[src/rtl/walk_tlb_pkg.sv]
package walk_tlb_pkg;
    localparam int VA_W     = 48;
    localparam int PA_W     = 44;
    localparam int OFS_W    = 12;
    localparam int VPN_W    = VA_W - OFS_W;
    localparam int PPN_W    = PA_W - OFS_W;
    localparam int PTE_W    = 64;
    localparam int PTE_LG   = 3;
    localparam int PRES_BIT = 0;
    localparam int REF_BIT  = 1;
    localparam int DIRT_BIT = 2;
    localparam int PPN_LSB  = PTE_W - PPN_W;

    typedef logic [VPN_W-1:0] vpn_t;
    typedef logic [PPN_W-1:0] ppn_t;

    typedef struct packed {
        logic valid;
        vpn_t vpn;
        ppn_t ppn;
        logic refd;
        logic dirty;
    } slot_t;

    typedef struct packed {
        logic present;
        ppn_t ppn;
        logic refd;
        logic dirty;
    } pte_t;

    typedef enum logic [2:0] {
        S_IDLE, S_LOOK, S_RDREQ, S_RDWAIT, S_WBREQ, S_RESP
    } walk_st_t;

    function automatic pte_t pte_unpack(input logic [PTE_W-1:0] w);
        pte_t p;
        p.present = w[PRES_BIT];
        p.refd    = w[REF_BIT];
        p.dirty   = w[DIRT_BIT];
        p.ppn     = w[PTE_W-1:PPN_LSB];
        return p;
    endfunction

    function automatic logic [PTE_W-1:0] pte_pack(input pte_t p);
        logic [PTE_W-1:0] w;
        w = '0;
        w[PRES_BIT] = p.present;
        w[REF_BIT]  = p.refd;
        w[DIRT_BIT] = p.dirty;
        w[PTE_W-1:PPN_LSB] = p.ppn;
        return w;
    endfunction

    function automatic logic [PA_W-1:0] pte_addr(input logic [PA_W-1:0] base, input vpn_t vpn);
        return base + PA_W'({vpn, {PTE_LG{1'b0}}});
    endfunction
endpackage

[src/rtl/walk_tlb_store.sv]
module walk_tlb_store
    import walk_tlb_pkg::*;
#(
    parameter int DEPTH = 16,
    localparam int IDX_W = $clog2(DEPTH)
) (
    input  logic             clk,
    input  logic             rst,
    input  logic             clr,
    input  vpn_t             look_vpn,
    input  logic             inst_en,
    input  logic [IDX_W-1:0] inst_idx,
    input  ppn_t             inst_ppn,
    input  logic             inst_ref,
    input  logic             inst_dirty,
    input  logic             upd_en,
    input  logic [IDX_W-1:0] upd_idx,
    input  logic             upd_dirty,
    output logic             hit,
    output logic [IDX_W-1:0] hit_idx,
    output ppn_t             hit_ppn,
    output logic             hit_ref,
    output logic             hit_dirty,
    output logic [DEPTH-1:0] valid_vec
);
    slot_t            slots [DEPTH];
    logic [DEPTH-1:0] match;

    for (genvar g = 0; g < DEPTH; g++) begin : g_cmp
        assign match[g]     = slots[g].valid && (slots[g].vpn == look_vpn);
        assign valid_vec[g] = slots[g].valid;
    end

    always_comb begin
        hit     = 1'b0;
        hit_idx = '0;
        for (int i = 0; i < DEPTH; i++) begin
            if (match[i] && !hit) begin
                hit     = 1'b1;
                hit_idx = IDX_W'(i);
            end
        end
    end

    assign hit_ppn   = slots[hit_idx].ppn;
    assign hit_ref   = slots[hit_idx].refd;
    assign hit_dirty = slots[hit_idx].dirty;

    always_ff @(posedge clk) begin
        if (rst || clr) begin
            for (int i = 0; i < DEPTH; i++) begin
                slots[i] <= '0;
            end
        end else if (inst_en) begin
            slots[inst_idx] <= '{valid: 1'b1, vpn: look_vpn, ppn: inst_ppn,
                                 refd: inst_ref, dirty: inst_dirty};
        end else if (upd_en) begin
            slots[upd_idx].refd  <= 1'b1;
            slots[upd_idx].dirty <= slots[upd_idx].dirty | upd_dirty;
        end
    end
endmodule

[src/rtl/walk_tlb_lru.sv]
module walk_tlb_lru #(
    parameter int DEPTH = 16,
    localparam int IDX_W = $clog2(DEPTH)
) (
    input  logic             clk,
    input  logic             rst,
    input  logic             touch_en,
    input  logic [IDX_W-1:0] touch_idx,
    input  logic [DEPTH-1:0] valid_vec,
    output logic [IDX_W-1:0] victim_idx
);
    logic [IDX_W-1:0] age [DEPTH];
    logic             found;

    always_ff @(posedge clk) begin
        if (rst) begin
            for (int i = 0; i < DEPTH; i++) begin
                age[i] <= IDX_W'(i);
            end
        end else if (touch_en) begin
            for (int i = 0; i < DEPTH; i++) begin
                if (IDX_W'(i) == touch_idx) begin
                    age[i] <= '0;
                end else if (age[i] < age[touch_idx]) begin
                    age[i] <= age[i] + 1'b1;
                end
            end
        end
    end

    // Free slot first, otherwise the oldest one.
    always_comb begin
        found      = 1'b0;
        victim_idx = '0;
        for (int i = 0; i < DEPTH; i++) begin
            if (!valid_vec[i] && !found) begin
                found      = 1'b1;
                victim_idx = IDX_W'(i);
            end
        end
        if (!found) begin
            for (int i = 0; i < DEPTH; i++) begin
                if (age[i] == IDX_W'(DEPTH - 1)) begin
                    victim_idx = IDX_W'(i);
                end
            end
        end
    end
endmodule

[src/rtl/walk_tlb_ctrl.sv]
module walk_tlb_ctrl
    import walk_tlb_pkg::*;
#(
    parameter int IDX_W = 4
) (
    input  logic             clk,
    input  logic             rst,
    input  logic             flush,
    input  logic [PA_W-1:0]  pt_base,
    input  logic             req_valid,
    output logic             req_ready,
    input  logic [VA_W-1:0]  req_vaddr,
    input  logic             req_write,
    output logic             rsp_valid,
    input  logic             rsp_ready,
    output logic [PA_W-1:0]  rsp_paddr,
    output logic             rsp_fault,
    output logic             mem_valid,
    input  logic             mem_ready,
    output logic             mem_write,
    output logic [PA_W-1:0]  mem_addr,
    output logic [PTE_W-1:0] mem_wdata,
    input  logic             mem_rvalid,
    input  logic [PTE_W-1:0] mem_rdata,
    output vpn_t             look_vpn,
    input  logic             hit,
    input  logic [IDX_W-1:0] hit_idx,
    input  ppn_t             hit_ppn,
    input  logic             hit_ref,
    input  logic             hit_dirty,
    input  logic [IDX_W-1:0] victim_idx,
    output logic             clr,
    output logic             inst_en,
    output logic [IDX_W-1:0] inst_idx,
    output ppn_t             inst_ppn,
    output logic             inst_ref,
    output logic             inst_dirty,
    output logic             upd_en,
    output logic [IDX_W-1:0] upd_idx,
    output logic             upd_dirty,
    output logic             touch_en,
    output logic [IDX_W-1:0] touch_idx
);
    walk_st_t          state;
    logic [VA_W-1:0]   vaddr_q;
    logic              wr_q;
    logic [PA_W-1:0]   paddr_q;
    logic              fault_q;
    logic [PTE_W-1:0]  wb_q;
    pte_t              fetched;
    pte_t              new_pte;
    logic              need_wb;

    assign look_vpn  = vaddr_q[VA_W-1:OFS_W];
    assign fetched   = pte_unpack(mem_rdata);

    assign req_ready = (state == S_IDLE) && !flush;
    assign clr       = (state == S_IDLE) && flush;
    assign rsp_valid = (state == S_RESP);
    assign rsp_paddr = paddr_q;
    assign rsp_fault = fault_q;

    assign mem_valid = (state == S_RDREQ) || (state == S_WBREQ);
    assign mem_write = (state == S_WBREQ);
    assign mem_addr  = pte_addr(pt_base, look_vpn);
    assign mem_wdata = wb_q;

    // Status bits after this access; write back only when one changes.
    always_comb begin
        new_pte.present = 1'b1;
        new_pte.ppn     = hit_ppn;
        new_pte.refd    = 1'b1;
        new_pte.dirty   = hit_dirty | wr_q;
        need_wb         = !hit_ref || (wr_q && !hit_dirty);
    end

    assign upd_en     = (state == S_LOOK) && hit;
    assign upd_idx    = hit_idx;
    assign upd_dirty  = wr_q;
    assign touch_en   = upd_en;
    assign touch_idx  = hit_idx;

    assign inst_en    = (state == S_RDWAIT) && mem_rvalid && fetched.present;
    assign inst_idx   = victim_idx;
    assign inst_ppn   = fetched.ppn;
    assign inst_ref   = fetched.refd;
    assign inst_dirty = fetched.dirty;

    always_ff @(posedge clk) begin
        if (rst) begin
            state   <= S_IDLE;
            vaddr_q <= '0;
            wr_q    <= 1'b0;
            paddr_q <= '0;
            fault_q <= 1'b0;
            wb_q    <= '0;
        end else begin
            case (state)
                S_IDLE: begin
                    if (req_valid && req_ready) begin
                        vaddr_q <= req_vaddr;
                        wr_q    <= req_write;
                        state   <= S_LOOK;
                    end
                end
                S_LOOK: begin
                    if (hit) begin
                        paddr_q <= {hit_ppn, vaddr_q[OFS_W-1:0]};
                        fault_q <= 1'b0;
                        wb_q    <= pte_pack(new_pte);
                        state   <= need_wb ? S_WBREQ : S_RESP;
                    end else begin
                        state <= S_RDREQ;
                    end
                end
                S_RDREQ: begin
                    if (mem_ready) state <= S_RDWAIT;
                end
                S_RDWAIT: begin
                    if (mem_rvalid) begin
                        if (fetched.present) begin
                            state <= S_LOOK;
                        end else begin
                            fault_q <= 1'b1;
                            paddr_q <= '0;
                            state   <= S_RESP;
                        end
                    end
                end
                S_WBREQ: begin
                    if (mem_ready) state <= S_RESP;
                end
                S_RESP: begin
                    if (rsp_ready) state <= S_IDLE;
                end
                default: state <= S_IDLE;
            endcase
        end
    end
endmodule

[src/rtl/walk_tlb.sv]
module walk_tlb
    import walk_tlb_pkg::*;
#(
    parameter int DEPTH = 16
) (
    input  logic             clk,
    input  logic             rst,
    input  logic             flush,
    input  logic [PA_W-1:0]  pt_base,
    input  logic             req_valid,
    output logic             req_ready,
    input  logic [VA_W-1:0]  req_vaddr,
    input  logic             req_write,
    output logic             rsp_valid,
    input  logic             rsp_ready,
    output logic [PA_W-1:0]  rsp_paddr,
    output logic             rsp_fault,
    output logic             mem_valid,
    input  logic             mem_ready,
    output logic             mem_write,
    output logic [PA_W-1:0]  mem_addr,
    output logic [PTE_W-1:0] mem_wdata,
    input  logic             mem_rvalid,
    input  logic [PTE_W-1:0] mem_rdata
);
    localparam int IDX_W = $clog2(DEPTH);

    vpn_t             look_vpn;
    logic             hit;
    logic [IDX_W-1:0] hit_idx;
    ppn_t             hit_ppn;
    logic             hit_ref;
    logic             hit_dirty;
    logic [DEPTH-1:0] valid_vec;
    logic [IDX_W-1:0] victim_idx;
    logic             clr;
    logic             inst_en;
    logic [IDX_W-1:0] inst_idx;
    ppn_t             inst_ppn;
    logic             inst_ref;
    logic             inst_dirty;
    logic             upd_en;
    logic [IDX_W-1:0] upd_idx;
    logic             upd_dirty;
    logic             touch_en;
    logic [IDX_W-1:0] touch_idx;

    walk_tlb_store #(.DEPTH(DEPTH)) u_store (
        .clk(clk), .rst(rst), .clr(clr), .look_vpn(look_vpn),
        .inst_en(inst_en), .inst_idx(inst_idx), .inst_ppn(inst_ppn),
        .inst_ref(inst_ref), .inst_dirty(inst_dirty),
        .upd_en(upd_en), .upd_idx(upd_idx), .upd_dirty(upd_dirty),
        .hit(hit), .hit_idx(hit_idx), .hit_ppn(hit_ppn),
        .hit_ref(hit_ref), .hit_dirty(hit_dirty), .valid_vec(valid_vec)
    );

    walk_tlb_lru #(.DEPTH(DEPTH)) u_lru (
        .clk(clk), .rst(rst), .touch_en(touch_en), .touch_idx(touch_idx),
        .valid_vec(valid_vec), .victim_idx(victim_idx)
    );

    walk_tlb_ctrl #(.IDX_W(IDX_W)) u_ctrl (
        .clk(clk), .rst(rst), .flush(flush), .pt_base(pt_base),
        .req_valid(req_valid), .req_ready(req_ready), .req_vaddr(req_vaddr),
        .req_write(req_write), .rsp_valid(rsp_valid), .rsp_ready(rsp_ready),
        .rsp_paddr(rsp_paddr), .rsp_fault(rsp_fault),
        .mem_valid(mem_valid), .mem_ready(mem_ready), .mem_write(mem_write),
        .mem_addr(mem_addr), .mem_wdata(mem_wdata),
        .mem_rvalid(mem_rvalid), .mem_rdata(mem_rdata),
        .look_vpn(look_vpn), .hit(hit), .hit_idx(hit_idx), .hit_ppn(hit_ppn),
        .hit_ref(hit_ref), .hit_dirty(hit_dirty), .victim_idx(victim_idx),
        .clr(clr), .inst_en(inst_en), .inst_idx(inst_idx), .inst_ppn(inst_ppn),
        .inst_ref(inst_ref), .inst_dirty(inst_dirty),
        .upd_en(upd_en), .upd_idx(upd_idx), .upd_dirty(upd_dirty),
        .touch_en(touch_en), .touch_idx(touch_idx)
    );
endmodule

[config.mk]
export PLATFORM = sky130hd
export DESIGN_NAME = walk_tlb
export DESIGN_NICKNAME = d
export VERILOG_FILES = /design/src/rtl/walk_tlb_pkg.sv /design/src/rtl/walk_tlb_store.sv /design/src/rtl/walk_tlb_lru.sv /design/src/rtl/walk_tlb_ctrl.sv /design/src/rtl/walk_tlb.sv
export SDC_FILE = /design/constraint.sdc
export NUM_CORES = 2
export LEC_CHECK = 0
export BUFFER_PORTS_ARGS = -buffer_cell sky130_fd_sc_hd__buf_4
export CAP_MARGIN = 30
export CORE_MARGIN = 5
export CORE_UTILIZATION = 55
export DETAILED_ROUTE_END_ITERATION = 8
export PLACE_DENSITY = 0.79
export SYNTH_ARGS = -nofsm -noshare
export SYNTH_HDL_FRONTEND = slang
export SYNTH_HIERARCHICAL = 1
export SYNTH_SLANG_ARGS = --single-unit
[constraint.sdc]
create_clock -name clk -period 28 [get_ports clk]
set_input_delay 5.6 -clock clk [delete_from_list [all_inputs] [get_ports clk]]
set_output_delay 5.6 -clock clk [all_outputs]
set_load 0.01 [all_outputs]
# [Word-level counts from Yosys, hierarchy flattened]
# Memory sizes are Yosys's and may differ from the RTL's.
# Index checks and enable logic that the tools add are counted.
[totals] ff_bits=132 ramBits=1200 inputBits=164 out_inout_bits=157 word_cells=534 n_memories=2
[mem_list] memory="u_store.slots" depth=16 word_bits=71 rd=17 rd_ports_with_merged_regs=0 wr=16 line="walk_tlb_store.sv:26" text="slot_t slots [DEPTH];"
[mem_list] memory="u_lru.age" depth=16 word_bits=4 rd=17 rd_ports_with_merged_regs=0 wr=16 line="walk_tlb_lru.sv:12" text="logic [IDX_W-1:0] age [DEPTH];"
[op_classes] n_addsub=17 n_lt_le_gt_ge=16 eq_ne=59 muxes=289 bitwise_logic=33 reduce_logical=112
[ops] cell="$eq A36 B36 Y1" count=16
[ops] cell="$mux W4" count=67
[ops] cell="$mux W1" count=194
[ops] cell="$mux W71" count=2
[ops] cell="$reduce_or A71 Y1" count=2
[ops] cell="$mux W44" count=3
[ops] cell="$pmux W44 S2" count=1
[ops] cell="$add A4 B1 Y4 const B" count=16
[ops] cell="$eq A4 B4 Y1 const B" count=16
[ops] cell="$lt A4 B4 Y1" count=16
[ops] cell="$logic_and A1 B1 Y1" count=53
[ops] cell="$logic_not A1 Y1" count=47
[ops] cell="$mux W3" count=15
[ops] cell="$add A44 B39 Y44" count=1
[ops] cell="$or A1 B1 Y1" count=33
[ops] cell="$eq A4 B4 Y1 const A" count=8
[ops] cell="$pmux W3 S6" count=1
[ops] cell="$eq A3 B4 Y1 const A" count=4
[ops] cell="$mux W2" count=5
[ops] cell="$ne A2 B2 Y1 const B" count=5
[ops] cell="$eq A2 B4 Y1 const A" count=2
[ops] cell="$eq A3 B2 Y1 const B" count=2
[ops] cell="$eq A3 B3 Y1 const B" count=2
[ops] cell="$reduce_and A5 Y1" count=1
[ops] cell="10 further kinds" count=14

# [Longest topological paths before layout]
# An unclocked memory read counts as a cell.
[depth] word_depth=65 ltp_mapped=28 ltp_nobuf=19

# [By module]
# Netlist, hierarchy kept.
[modules_own_cells] mod="walk_tlb_store" instances=1 cells_per_inst=4219 area_each_um2=53194.8 seq_area_each_um2=34112.7
[modules_own_cells] mod="walk_tlb_ctrl" instances=1 cells_per_inst=977 area_each_um2=7427.1 seq_area_each_um2=2622.5
[modules_own_cells] mod="walk_tlb_lru" instances=1 cells_per_inst=562 area_each_um2=5571.6 seq_area_each_um2=1921.8

# [Worst setup path after synthesis]
# No wires, ideal clock.
[synth_timing] kind="input port to output port" startpoint="input port pt_base[3]" endpoint="output port mem_addr[37]" t_arrival_ps=7998 t_required_ps=22400 path_slack_ps=14402 path_stages=10 n_path_buf=0 path_cell_list="ha_1 -> fa_1 -> a21o_1 -> a221oi_1 -> o31ai_1 -> o311ai_0 -> a21oi_1 -> a211oi_1 -> o21ai_0 -> xor2_1"
[synth_via] elab_chain_len=1
[synth_lines] item="start: declaration" line="walk_tlb.sv:9" text="input logic [PA_W-1:0] pt_base,"
[synth_lines] item="$add A44 B39 Y44" line="walk_tlb_pkg.sv:56" text="return base + PA_W'({vpn, {PTE_LG{1'b0}}});"
[synth_lines] item="end: declaration" line="walk_tlb.sv:21" text="output logic [PA_W-1:0] mem_addr,"
# Every way passes these cells.

# [Final worst setup path]
# Ends and elaborated chain as after synthesis.

==> summary.md <==
| Metric | Value |
|---|---|
| Total core area | approximately 0.12 mm^2 |
| Slowest stage cell, crit path | a221oi_1 |
| Post-synth top area share | 0.544 |
| Reg power frac | 0.497 |
| Fin. Hold Viols | 0 |
| Nets | 5954 |
| Gate power share | 0.169 |
| Setup violators final | 0 |
| Multi-input gate area | 0.0246 mm^2 |
| Sequential area share after synthesis | 0.584 |
| Postcts setup bufs | 0 |
| Wire per inst | ~26 um |
| Routability Congestion | 0.904 |
| Ys flop type | edfxtp_1 |
| TritonCTS Buffers | between 100 and 150 |
| Compound-Gate Fraction of Synth Area | 0.0545 |
| Mapped Area | about 0.066 mm^2 |
| Final Routed Wirelength | roughly 190000 um |
| Via density | 6.33 |
| GR Overflow Total | 0 |
| Reg clk slew, reported paths | ~0.06 ns |
| Status | finished, final reports clean |
| Cell leakage power | 28.0 nW |
| Slowest stage delay, CP | ~0.62 ns |
| Die area | between 0.1 and 0.15 mm^2 |
| Largest family of logic cells by synthesized area | simple AND/OR/NAND/NOR gates |
| Initial antenna violation count | 18 |
| Hold-fix buffers at CTS | 0 |
| MaxCap Viol Count | 0 |
| Largest net degree at the start of global routing | around 130 |
| Post-route cell area | roughly 0.073 mm^2 |
| Synth top area cells | edfxtp_1 (54%), nor2_1 (5.1%), xnor2_1 (4.9%) |
| Die width | between 300 and 400 um |
| PD cells | approximately 72 mW/mm^2 |
| Final Non-Filler Cells | ~7400 |
| Detailed placement HPWL | roughly 110000 um |
| Setup crit end | mem_addr[37] |
| Simple-gate share of the synthesized area | 0.147 |
| Yosys reg bits | between 1000 and 1500 |
| HP Class | reg2reg |
| Worst-Skew Late Latency | between 0.7 and 0.8 ns |
| Sw power | roughly 1.5 mW |
| Syn_area_per_cell | about 11 um^2 |
| Final Skew | 0.0344 ns |
| WP depth | 12 |
| Clk pwr share | 0.335 |
| Max Fclk | 68.3 MHz |
| Crit path top cell by count | buf_4 |
| Sequential cell area | approximately 0.039 mm^2 |
| Fill cells | ~8900 |
| CP delay by family, top | compound AO/OA/AOI/OAI gates |
| Number of buffers added on ports | roughly 260 |
| Switching share of power | 0.283 |
| Post-Synth XOR/XNOR Area | 0.0834 |
| WP data arrival | roughly 9 ns |
| I/O pin cnt | 321 |
| Largest fanout on the critical path | 3 |
| Clock sink total | around 1300 |
| RSZ-0062 raised after global routing | no |
| EDFF count, synth | 1200 |
| Post-layout min period | ~15 ns |
| Syn Inst Count | 5758 |
| DRT antenna net count | 0 |
| CTS tree | done |
| Worst Setup Start Kind | primary input |
| Max IR drop VDD | 0.0678 mV |
| Final max-slew violation count | 0 |
| Final worst slack | about 13 ns |
| Dpl cells | ~7200 |
| Via count | 46900 |
| Hold Slack | 0.452 ns |
| Final Total Pwr | 5.25 mW |
| Leading area contributor after synthesis | edfxtp_1 |
| Starting Density | 0.552 |
| CTS max path bufs | 3 |
| Max transition margin | 0.291 |
| DRT Pass-1 Iters | 9 |
| Layout cell share with drive strength beyond 1 | 0.119 |
| Pre-CTS setup slack | about 13 ns |
| Actual slew at the worst max-slew pin | about 1.1 ns |
| Root buf cell | clkbuf_16 |
| Num rows | approximately 130 |
| Layout Utilization | 0.609 |
| CP startpoint | pt_base[3] |
| Final period utilization | 0.523 |
| Post-CTS Resized | 0 |
| Drt first-iter violations | about 6600 |
| Worst path bufs/invs | 2 |
| Worst r2r dst | u_store/slots[4][25] |
| Crit-path cells | buf_4 > ha_1 > fa_1 > a21o_1 > a221oi_1 > o31ai_1 > o311ai_0 > a21oi_1 > a211oi_1 > o21ai_0 > xor2_1 > buf_4 |
| Die Height | approximately 360 um |
| H-tree depth | 4 |
| Reg2reg path depth | 21 |
| CP endpoint kind | output pin |
| Placed cell area | 0.0685 mm^2 |
| Synth unique cells | approximately 90 |
| Flop2flop setup slack | 19.18 ns |
| Mux cell area share after synthesis | 0.0604 |
| Vias in the first global route | 45600 |
| P_int | roughly 3.8 mW |
| Share of flip-flops with an asynchronous set or reset | 0 |
| Adder-Cell Fraction of Synth Area | 0.0192 |
| Critical R2R Launch | u_ctrl/vaddr_q[32] |
| DRC | 0 |
| Setup TNS | 0 ns |
| YS warnings | 6 |
| GRT Util Overall | 0.297 |
| Worst setup path category | in2out |
| Global-route wire length before repair | between 200000 and 300000 um |
| Layout area overhead | 10.1% |
| Worst Path Required | around 22 ns |
cells in the final DEF (no fill, tap or decap), drive strengths merged, types with 79 or more instances in the layout:
master / n
a21oi: 235
nand2: 409
xor2: 257
and3: 305
ha: 100
clkbuf: 168
xnor2: 373
nand3: 117
mux2i: 316
buf: 366
nand4: 100
o21ai: 79
nor3: 91
dfxtp: 131
edfxtp: 1200
nor2: 900
synth_stat cells, types with 23 or more instances:
master / count
a21o_1: 24
a21oi_1: 235
a22oi_1: 36
a31oi_1: 23
and3_1: 305
buf_2: 78
buf_4: 185
clkbuf_1: 315
dfxtp_1: 131
edfxtp_1: 1200
ha_1: 100
inv_1: 55
mux2_2: 34
mux2i_1: 316
nand2_1: 408
nand3_1: 116
nand4_1: 99
nor2_1: 899
nor3_1: 91
nor4_1: 76
o21ai_0: 69
o22a_1: 37
xnor2_1: 373
xor2_1: 257
sequential cells by signal, summed over array words and instances (netlist names):
name,flops
u_store/slots,1136
u_lru/age,64
u_ctrl/vaddr_q,48
u_ctrl/rsp_paddr,44
u_ctrl/mem_wdata,34
u_ctrl/state,3
u_ctrl/rsp_fault,1
u_ctrl/upd_dirty,1
power by group through the flow:
stage,logic (mW),clock network (mW),registers (mW)
final,0.885,1.76,2.61
after global placement,0.816,0,2.63
after detailed placement,0.853,0,2.65
after CTS,0.862,1.77,2.61
after floorplan,0.563,0,2.64
after global routing,0.928,1.85,2.63
worst register-to-register path, cell delays in order (launching register included):
cell,delay (ns)
dfxtp_1,0.82
buf_4,0.48
xor2_1,0.15
nor4_1,0.55
nand4_1,0.38
nor3_1,0.50
or2_1,0.19
or2_2,0.26
nor2_2,0.14
nand2_1,0.26
nand3_1,0.17
buf_4,0.30
inv_2,0.53
nand3b_1,0.15
buf_4,0.34
buf_4,0.41
or3_1,0.45
o31ai_4,0.10
buf_4,0.42
nand2_4,0.46
nand2_4,0.56
buf_4,0.76
area by class of cell:
class                      instances  share of cell area
multi-input combinational       3801               0.338
clock buffer                     166              0.0484
clock inverter                    77              0.0103
sequential                      1331               0.530
inverter                          55             0.00283
tap                             1612              0.0277
timing repair buffer             368              0.0426
antenna                           10            0.000343
worst min path at each step:
stage,start,endpoint,slack (ns),depth (start not counted)
6_report,u_ctrl/rsp_paddr[1],u_ctrl/rsp_paddr[1],0.45,2
5_1_grt,u_ctrl/rsp_paddr[2],u_ctrl/rsp_paddr[2],0.47,2
4_1_cts,u_ctrl/rsp_paddr[1],u_ctrl/rsp_paddr[1],0.45,2
3_5_place_dp,u_ctrl/rsp_paddr[2],u_ctrl/rsp_paddr[2],0.45,2
3_3_place_gp,u_ctrl/rsp_paddr[9],u_ctrl/rsp_paddr[9],0.44,2
2_1_floorplan,u_ctrl/vaddr_q[0],u_ctrl/vaddr_q[0],0.44,2
cell families after synthesis:
family | Yosys count
xor+xnor | 630
flops | 1331
simple gates | 2110
mux | 370
compound gates | 561
fa+ha+maj | 101
buf+inv | 654
other cells | 1
per-layer routing:
metal | vias to the layer above | part of all wire | track usage
li1 | 20200 | - | -
met2 | 3466 | 0.47 | 0.479
met3 | 656 | 0.14 | 0.0860
met1 | 22600 | 0.34 | 0.373
met5 | - | 0.00029 | 0
met4 | 10 | 0.051 | 0.140
Power figures use the tool's default switching activity.
